$ cat src/rtl/caltime_pkg.sv
package caltime_pkg;

  localparam int FIELD_W = 8;
  localparam int CAL_W   = 8 * FIELD_W;

  localparam int HOUR_MODE12_BIT = 7;
  localparam int HOUR_PM_BIT     = 5;

  typedef struct packed {
    logic [FIELD_W-1:0] year;
    logic [FIELD_W-1:0] month;
    logic [FIELD_W-1:0] date;
    logic [FIELD_W-1:0] dow;
    logic [FIELD_W-1:0] hour;
    logic [FIELD_W-1:0] min;
    logic [FIELD_W-1:0] sec;
    logic [FIELD_W-1:0] cent;
  } cal_t;

  localparam cal_t CAL_RESET = '{
    year:  8'h00, month: 8'h01, date: 8'h01, dow: 8'h01,
    hour:  8'h00, min:   8'h00, sec:  8'h00, cent: 8'h00
  };

  function automatic logic [FIELD_W-1:0] bcd_inc(input logic [FIELD_W-1:0] v);
    if (v[3:0] >= 4'd9) return {v[7:4] + 4'd1, 4'd0};
    else                return {v[7:4], v[3:0] + 4'd1};
  endfunction

endpackage

$ cat src/rtl/cal_bcd_step.sv
module cal_bcd_step
  import caltime_pkg::*;
(
  input  logic [FIELD_W-1:0] cur,
  input  logic [FIELD_W-1:0] lo,
  input  logic [FIELD_W-1:0] hi,
  output logic [FIELD_W-1:0] nxt,
  output logic               wrap
);
  always_comb begin
    wrap = (cur >= hi);
    nxt  = wrap ? lo : bcd_inc(cur);
  end
endmodule

$ cat src/rtl/cal_month_days.sv
module cal_month_days
  import caltime_pkg::*;
(
  input  logic [FIELD_W-1:0] month,
  input  logic [FIELD_W-1:0] year,
  output logic [FIELD_W-1:0] last_day
);
  logic leap;

  // BCD year divisible by four: even tens with units 0/4/8, odd tens with units 2/6
  always_comb begin
    if (year[4] == 1'b0) leap = (year[3:0] == 4'd0) || (year[3:0] == 4'd4) || (year[3:0] == 4'd8);
    else                 leap = (year[3:0] == 4'd2) || (year[3:0] == 4'd6);
  end

  always_comb begin
    case (month)
      8'h02:                      last_day = leap ? 8'h29 : 8'h28;
      8'h04, 8'h06, 8'h09, 8'h11: last_day = 8'h30;
      default:                    last_day = 8'h31;
    endcase
  end
endmodule

$ cat src/rtl/cal_hour_step.sv
module cal_hour_step
  import caltime_pkg::*;
(
  input  logic [FIELD_W-1:0] cur,
  output logic [FIELD_W-1:0] nxt,
  output logic               day_wrap
);
  logic       mode12;
  logic       pm;
  logic [4:0] h12;
  logic [5:0] h24;

  assign mode12 = cur[HOUR_MODE12_BIT];
  assign pm     = cur[HOUR_PM_BIT];
  assign h12    = cur[4:0];
  assign h24    = cur[5:0];

  always_comb begin
    nxt      = cur;
    day_wrap = 1'b0;
    if (mode12) begin
      if (h12 == 5'h11) begin
        nxt[4:0]         = 5'h12;
        nxt[HOUR_PM_BIT] = ~pm;
        day_wrap         = pm;
      end else if (h12 >= 5'h12) begin
        nxt[4:0] = 5'h01;
      end else if (h12[3:0] >= 4'd9) begin
        nxt[4:0] = 5'h10;
      end else begin
        nxt[3:0] = h12[3:0] + 4'd1;
      end
    end else begin
      if (h24 >= 6'h23) begin
        nxt[5:0] = 6'h00;
        day_wrap = 1'b1;
      end else if (h24[3:0] >= 4'd9) begin
        nxt[5:0] = {h24[5:4] + 2'd1, 4'd0};
      end else begin
        nxt[3:0] = h24[3:0] + 4'd1;
      end
    end
  end
endmodule

$ cat src/rtl/bcd_calendar_core.sv
module bcd_calendar_core
  import caltime_pkg::*;
#(
  parameter int TICKS_PER_CENT = 1
) (
  input  logic             clk,
  input  logic             rst,
  input  logic             tick,
  input  logic             halt,
  input  logic             load,
  input  logic [CAL_W-1:0] load_val,
  output logic [CAL_W-1:0] snap
);
  localparam int PW     = (TICKS_PER_CENT > 1) ? $clog2(TICKS_PER_CENT) : 1;
  localparam int N_LOW  = 3;   // hundredths, seconds, minutes
  localparam logic [FIELD_W-1:0] LOW_HI [N_LOW] = '{8'h99, 8'h59, 8'h59};

  cal_t          regs, regs_nxt;
  logic [PW-1:0] pre_cnt;
  logic          pre_last;
  logic          adv;

  // ---------------- tick prescaler ----------------
  assign pre_last = (pre_cnt == PW'(TICKS_PER_CENT - 1));
  assign adv      = tick && !halt && !load && pre_last;

  always_ff @(posedge clk) begin
    if (rst || load)               pre_cnt <= '0;
    else if (tick && !halt)        pre_cnt <= pre_last ? '0 : pre_cnt + PW'(1);
  end

  // ---------------- low fields: carry chain ----------------
  logic [N_LOW:0]       carry;
  logic [FIELD_W-1:0]   low_nxt  [N_LOW];
  logic [N_LOW-1:0]     low_wrap;

  assign carry[0] = adv;

  for (genvar i = 0; i < N_LOW; i++) begin : g_low
    cal_bcd_step u_step (
      .cur  (regs[i*FIELD_W +: FIELD_W]),
      .lo   (8'h00),
      .hi   (LOW_HI[i]),
      .nxt  (low_nxt[i]),
      .wrap (low_wrap[i])
    );
    assign carry[i+1] = carry[i] && low_wrap[i];
  end

  // ---------------- hours ----------------
  logic [FIELD_W-1:0] hour_nxt;
  logic               hour_day;
  logic               day_carry;

  cal_hour_step u_hour (.cur(regs.hour), .nxt(hour_nxt), .day_wrap(hour_day));
  assign day_carry = carry[N_LOW] && hour_day;

  // ---------------- calendar ----------------
  logic [FIELD_W-1:0] last_day;
  logic [FIELD_W-1:0] date_nxt, dow_nxt, month_nxt, year_nxt;
  logic               date_wrap, dow_wrap, month_wrap, year_wrap;
  logic               month_carry, year_carry;

  cal_month_days u_mlen (.month(regs.month), .year(regs.year), .last_day(last_day));

  cal_bcd_step u_date  (.cur(regs.date),  .lo(8'h01), .hi(last_day), .nxt(date_nxt),  .wrap(date_wrap));
  cal_bcd_step u_dow   (.cur(regs.dow),   .lo(8'h01), .hi(8'h07),    .nxt(dow_nxt),   .wrap(dow_wrap));
  cal_bcd_step u_month (.cur(regs.month), .lo(8'h01), .hi(8'h12),    .nxt(month_nxt), .wrap(month_wrap));
  cal_bcd_step u_year  (.cur(regs.year),  .lo(8'h00), .hi(8'h99),    .nxt(year_nxt),  .wrap(year_wrap));

  assign month_carry = day_carry && date_wrap;
  assign year_carry  = month_carry && month_wrap;

  always_comb begin
    regs_nxt = regs;
    for (int i = 0; i < N_LOW; i++)
      if (carry[i]) regs_nxt[i*FIELD_W +: FIELD_W] = low_nxt[i];
    if (carry[N_LOW]) regs_nxt.hour  = hour_nxt;
    if (day_carry)    regs_nxt.date  = date_nxt;
    if (day_carry)    regs_nxt.dow   = dow_nxt;
    if (month_carry)  regs_nxt.month = month_nxt;
    if (year_carry)   regs_nxt.year  = year_nxt;
  end

  always_ff @(posedge clk) begin
    if (rst)       regs <= CAL_RESET;
    else if (load) regs <= cal_t'(load_val);
    else           regs <= regs_nxt;
  end

  assign snap = regs;

  // ---------------- assertions ----------------
  a_r10_load_wins: assert property (@(posedge clk) disable iff (rst)
    load |=> snap == $past(load_val));

  a_r11_halt_freeze: assert property (@(posedge clk) disable iff (rst)
    (halt && !load) |=> $stable(snap));

  a_r2_idle_hold: assert property (@(posedge clk) disable iff (rst)
    (!tick && !load) |=> $stable(snap));

  a_r2_cent_wrap: assert property (@(posedge clk) disable iff (rst)
    (adv && snap[7:0] == 8'h99) |=> (snap[7:0] == 8'h00));

  a_r9_dow_wrap: assert property (@(posedge clk) disable iff (rst)
    (day_carry && snap[39:32] == 8'h07) |=> (snap[39:32] == 8'h01));

  a_r8_year_wrap: assert property (@(posedge clk) disable iff (rst)
    (year_carry && snap[63:56] == 8'h99) |=> (snap[63:56] == 8'h00));

endmodule

$ cat config.mk
export PLATFORM = sky130hd
export DESIGN_NAME = bcd_calendar_core
export DESIGN_NICKNAME = d
export VERILOG_FILES = /design/src/rtl/caltime_pkg.sv /design/src/rtl/cal_bcd_step.sv /design/src/rtl/cal_month_days.sv /design/src/rtl/cal_hour_step.sv /design/src/rtl/bcd_calendar_core.sv
export SDC_FILE = /design/constraint.sdc
export NUM_CORES = 1
export LEC_CHECK = 0
export ABC_AREA = 1
export ABC_CLOCK_PERIOD_IN_PS = 3200
export CAP_MARGIN = 10
export CORE_UTILIZATION = 30
export CTS_BUF_LIST = sky130_fd_sc_hd__clkbuf_8
export CTS_CLUSTER_DIAMETER = 80
export DETAILED_ROUTE_END_ITERATION = 8
export PLACE_DENSITY = 0.57
export SLEW_MARGIN = 5
export SYNTH_ARGS = -nofsm -noshare
export SYNTH_HDL_FRONTEND = slang
export SYNTH_SLANG_ARGS = --single-unit
export TNS_END_PERCENT = 10
$ cat constraint.sdc
create_clock -name clk -period 3.2 [get_ports clk]
set_input_delay 0.32 -clock clk [delete_from_list [all_inputs] [get_ports clk]]
set_output_delay 0.32 -clock clk [all_outputs]
set_load 0.02 [all_outputs]
==> results.yml, run 1 <==
final_layout:
  largest_reg_flops: 64
  layout_commonest_cell: "clkdlybuf4s50_1"
  num-fill-cells: 1540
  area_delta_synth_final_pct: 36.5
  diodes: 0
  final_cell_mix: "clkdlybuf4s50_1 (131), nand2_1 (128), inv_1 (78)"
  finalInstanceArea_um2: 6170
  drive_above_1_share_pct: 6.10
  nets: 901
  stdcell_count: 971
worst_setup_path:
  worst_path_max_delay_cell: "dfxtp_1"
  max_stage_delay_ns: 0.45
  worstSetupPathType: "flip-flop to flip-flop"
  worstPathRequired_ns: 3.44
  worstPathArrival_ns: 3.08
  r2r_end: "snap[56]"
  ff2ff_setup_slack_ns: 0.35
  path_max_fanout: 11
  cp-end-kind: "flip-flop"
  crit_path_start_kind: "flip-flop"
  r2r_start: "snap[48]"
  crit_family: "simple AND/OR/NAND/NOR gates"
  rr_worst_depth: 16
  crit_path_cell_trace: "inv_1 > ha_1 > o21ai_0 > o21ai_0 > a32o_1 > o21ai_0 > ha_1 > nand2_1 > nand2_1 > nand2_1 > nand2_1 > nand4_2 > nand3_4 > nor2_4 > o21ai_0 > nor2_1"
  worst-path-buf-inv: 1
clock_network:
  cts_tree: "yes"
  cts.clk_slew.worst_paths_ns: 0.07
  cts_root_buf: "clkbuf_8"
  cts_resized: 0
  post-cts-setup-buffer-count: 0
  insertion_delay_ns: 0.35
  cts_buffers: 9
  ctsLongestPathBuffers: 2
  clock-sinks: 64
  cts_hold_buf: 0
  htreeDepth: 3
synthesis:
  synth_seq_cells: 64
  syn_avg_cell_area_um2: 6.94
  yosysTopAreaCell: "dfxtp_1"
  synth-compound-area-share_pct: 19.4
  synth.area.top_cells: "dfxtp_1 (28%), ha_1 (14%), nand2_1 (11%), o21ai_0 (7.1%), a21oi_1 (6.5%)"
  synthAdderAreaFrac_pct: 13.6
  syn_nets: 770
  synth.cell_area_um2: 4520
  yosys.area_share.simple_pct: 26.3
  synth_xor_xnor_area_share_pct: 3.87
  yosys.area.top_type_share_pct: 28.3
  synth-seq-area-share_pct: 28.3
  muxShareOfSynthArea_pct: 0
  syn_inst: 652
  ys_warn_count: 0
  synth.distinct_cells: 40
  synth_top_family_by_area: "simple AND/OR/NAND/NOR gates"
global_route:
  grt_pass1_wl_mm: 22.3
  antenna_found_initial: 0
  grtUsageTotal_pct: 17.8
  grt_pass1_vias: 4520
  grt_max_degree: 30
  grt-ovfl-total: 0
timing:
  fin_tns_setup_ns: 0
  layout_setup_ws_ns: 0.355
  slew_headroom_pct: 55.9
  post-route-period-util_pct: 88.9
  fin_crit_ns: 2.85
  finalHoldViolCount: 0
  worst_slew_pin_slew_ns: 0.655
  holdWs_ns: 0.428
  final-setup-viol-count: 0
  rsz0062_at_grt: "true"
  slew_viol_final: 0
  fin_worst_skew_ns: 0.0102
  max_freq_mhz: 351
place:
  io_buffers: 132
  place_ws_ns: 0.379
  gp_congestion: 0.860
  place_inst: 956
  hpwl_mm: 10.1
  place_area_um2: 6020
hold_path:
  worstHoldPathCells: 3
  hold_class: "input port to flip-flop"
  whs_endpoint: "snap[55]"
  hp-start: "load"
floorplan:
  initial_utilization_pct: 30.9
  die_y_um: 125
  coreArea_um2: 14600
  die_w_um: 125
  die_area_um2: 15600
  num_rows: 44
  io_pins: 133
job:
  cap_violations: 0
detailed_routing:
  routed_wl_mm: 13.5
  drc: 12
  drt_iter0_markers: 218
  firstDrtPassIters: 6
  dr_total_vias: 4655
  wl_per_cell_um: 13.9
  viasPerCell: 4.79
  antenna_left: 0
run_status:
  status: "finished, violations left"
  violations: "design-rule violations"
power_and_ir_drop:
  ir_drop_mv: 0.215
  p_per_area_nw_per_um2: 332
  p_leak_nw: 2.63
==> power breakdown <==
group	internal, mW	switching (mW)
Clock	0.261	0.306
Combinational	0.263	0.308
Sequential	0.844	0.0686
==> worst register-to-register path, delay by kind of cell (launching register included) <==
family | cells | cell delay [ns]
fa+ha+maj | 2 | 0.41
simple gates | 8 | 0.94
compound gates | 5 | 0.83
flops | 1 | 0.45
buf+inv | 1 | 0.12
==> worst max path at each step <==
stage          startpoint       end  slack [ns]  cells past startpoint
2_1_floorplan    snap[48]  snap[52]        0.54                     15
3_3_place_gp     snap[48]  snap[46]        0.55                     14
3_5_place_dp     snap[48]  snap[46]        0.38                     14
4_1_cts          snap[48]  snap[46]        0.36                     14
5_1_grt          snap[48]  snap[61]      -0.005                     17
6_report         snap[48]  snap[56]        0.35                     16
==> kinds of logic (layout without fill, tap and decap cells) <==
logic type | after synthesis | after routing
and+or+nand+nor | 264 | 264
AOI/OAI and AO/OA | 159 | 159
buffers and inverters | 96 | 231
DFF | 64 | 64
adders and majority gates | 49 | 49
xor gates and xnor gates | 20 | 20
==> Yosys cell counts, drive strengths merged <==
cell / n
a211oi: 4
a21boi: 1
a21oi: 61
a22oi: 8
a31o: 1
a31oi: 10
a32o: 1
and3: 1
buf: 8
clkbuf: 10
dfxtp: 64
ha: 49
inv: 78
nand2: 133
nand3: 32
nand3b: 5
nand4: 7
nor2: 79
nor3: 6
nor3b: 1
o2111ai: 1
o21a: 2
o21ai: 68
o31ai: 2
xnor2: 7
xor2: 13
==> final cells by class <==
class                           count  area [um^2]  share of cell area [%]
Inverter                           78          293                    4.74
Sequential cell                    64         1280                    20.8
Clock inverter                      6         23.8                   0.385
Clock buffer                        9          124                    2.01
Tap cell                          184          230                    3.73
Timing Repair Buffer              138         1360                    22.1
Multi-Input combinational cell    492         2860                    46.3
==> routing by layer <==
metal	part of all wire (%)	track usage, %
met1	47	22.5
met2	46	29.0
met3	6.0	4.85
met4	1.0	6.03
met5	0	0
==> stage by stage <==
stage | util (%) | power [mW]
floorplan | - | 1.24
CTS | 42.1 | 2.08
detailed placement | 41.1 | 1.50
finish | 42.1 | 2.05
global placement | 41.1 | 1.49
global route | 42.1 | 2.19
(Power assumes the default switching activity.)
==> inputs of run 2 (changes only) <==
ABC_CLOCK_PERIOD_IN_PS = not set   (was 3200)
CORE_UTILIZATION = 50   (was 30)
PLACE_DENSITY = 0.86   (was 0.57)
==> run 2 against run 1 <==
Compared with the run above: the run now ends clean; setup slack lost 0.074 ns; sequential power about the same; final cell count down 7.8%; clock skew decreased by 0.0012 ns; clock power is 39% higher; critical path depth unchanged; via count increased by 2.4%; die area down 39%; worst hold slack improved by 0.037 ns.
==> results.yml, run 2 (synthesis gave the netlist of run 1 again) <==
run_status:
  status: "finished, final reports clean"
power_and_ir_drop:
  ir_drop_mv: 0.358
  p_per_area_nw_per_um2: 370
  p_leak_nw: 2.64
hold_path:
  hold_class: "input port to flip-flop"
global_route:
  grt_max_degree: 39
  grt-ovfl-total: 0
  antenna_found_initial: 0
  grt_pass1_wl_mm: 20.7
  grt_pass1_vias: 4536
  grtUsageTotal_pct: 26.6
timing:
  final-setup-viol-count: 0
  finalHoldViolCount: 0
  max_freq_mhz: 343
  holdWs_ns: 0.466
  fin_worst_skew_ns: 0.00907
  rsz0062_at_grt: "false"
  fin_crit_ns: 2.92
  slew_headroom_pct: 58.0
  layout_setup_ws_ns: 0.280
  slew_viol_final: 0
  post-route-period-util_pct: 91.2
  fin_tns_setup_ns: 0
  worst_slew_pin_slew_ns: 0.625
worst_setup_path:
  path_max_fanout: 8
  crit_path_start_kind: "flip-flop"
  cp-end-kind: "flip-flop"
  worstPathArrival_ns: 3.16
  worst_path_max_delay_cell: "dfxtp_1"
  max_stage_delay_ns: 0.44
  crit_path_cell_trace: "inv_1 > ha_1 > o21ai_0 > o21ai_0 > a32o_1 > o21ai_0 > ha_1 > nand2_1 > nand2_1 > nand2_1 > nand2_1 > nand4_2 > nor2_1 > nor2_2 > o21ai_0 > nor2_1"
  worstSetupPathType: "flip-flop to flip-flop"
  worstPathRequired_ns: 3.44
  ff2ff_setup_slack_ns: 0.28
clock_network:
  clock-sinks: 64
  cts_hold_buf: 0
  post-cts-setup-buffer-count: 0
  cts_resized: 0
  htreeDepth: 3
  ctsLongestPathBuffers: 2
  cts.clk_slew.worst_paths_ns: 0.08
  cts_tree: "yes"
  insertion_delay_ns: 0.35
  cts_root_buf: "clkbuf_8"
  cts_buffers: 9
detailed_routing:
  antenna_left: 0
  drc: 0
  drt_iter0_markers: 163
  firstDrtPassIters: 5
  viasPerCell: 5.33
  routed_wl_mm: 12.6
  wl_per_cell_um: 14.1
  dr_total_vias: 4768
job:
  cap_violations: 0
floorplan:
  io_pins: 133
  coreArea_um2: 8720
  die_y_um: 97.1
  num_rows: 34
  die_area_um2: 9430
  die_w_um: 97.1
  initial_utilization_pct: 51.9
final_layout:
  largest_reg_flops: 64
  stdcell_count: 895
  final_cell_mix: "clkdlybuf4s50_1 (131), nand2_1 (128), inv_1 (73)"
  nets: 900
  diodes: 0
  num-fill-cells: 705
  layout_commonest_cell: "clkdlybuf4s50_1"
  drive_above_1_share_pct: 6.61
  area_delta_synth_final_pct: 35.7
place:
  io_buffers: 132
  place_inst: 879
  gp_congestion: 0.857
  place_ws_ns: 0.377
  hpwl_mm: 9.43
run 2: cell types whose count changed in the layout (fill, tap and decap cells not counted), sizes merged:
cell      delta
inv          -5
buf          -1
bufinv       +2
clkinvlp     +1
clkinv       +2
clkbuf       +1
run 2: cell type report:
class                           count  area [um^2]  share of cell area [%]
Clock inverter                      6         82.6                    1.35
Timing Repair Buffer              137         1350                    22.1
Clock buffer                       10          138                    2.24
Tap cell                          108          135                    2.20
Sequential cell                    64         1280                    20.9
Inverter                           78          293                    4.77
Multi-Input combinational cell    492         2860                    46.5
run 2: path summary, 6_finish.rpt:
path,from,cells after the start,end
worst min register to register,snap[55],2,snap[55]
worst min-delay path,load,4,snap[23]
worst max-delay path,snap[48],16,snap[45]
worst max register to register,snap[48],16,snap[45]
run 2: metal layers:
layer  global-route usage (%)  part of all wire (%)  vias up  routed length [um]
met5                        0                     0        -                   0
met4                     10.3                   1.4        0                 176
met3                     5.97                   6.0       16                 751
met2                     44.5                    48      162                6080
met1                     33.2                    44     2182                5570
li1                         -                     -     2408                   -
run 2: power breakdown:
part	total, mW	switching (mW)	internal, mW
clock network	0.788	0.333	0.456
logic	0.571	0.308	0.263
registers	0.911	0.0680	0.843
run 2: through the flow:
stage / util [%] / power (mW) / instance area [um^2]
floorplan: - / 1.24 / 4520
global placement: 67.9 / 1.48 / 5920
detailed placement: 67.9 / 1.49 / 5920
CTS: 70.4 / 2.28 / 6140
global route: 70.4 / 2.38 / 6140
finish: 70.4 / 2.27 / 6140
run 2: worst max-delay path, delay by kind of cell, from the launching register on:
| family | cells | cell delay, ns |
|---|---|---|
| AND/OR/NAND/NOR | 8 | 0.93 |
| flip-flops | 1 | 0.44 |
| AO/OA/AOI/OAI | 5 | 0.90 |
| adder cells (fa/ha/maj) | 2 | 0.42 |
| buffers and inverters | 1 | 0.12 |
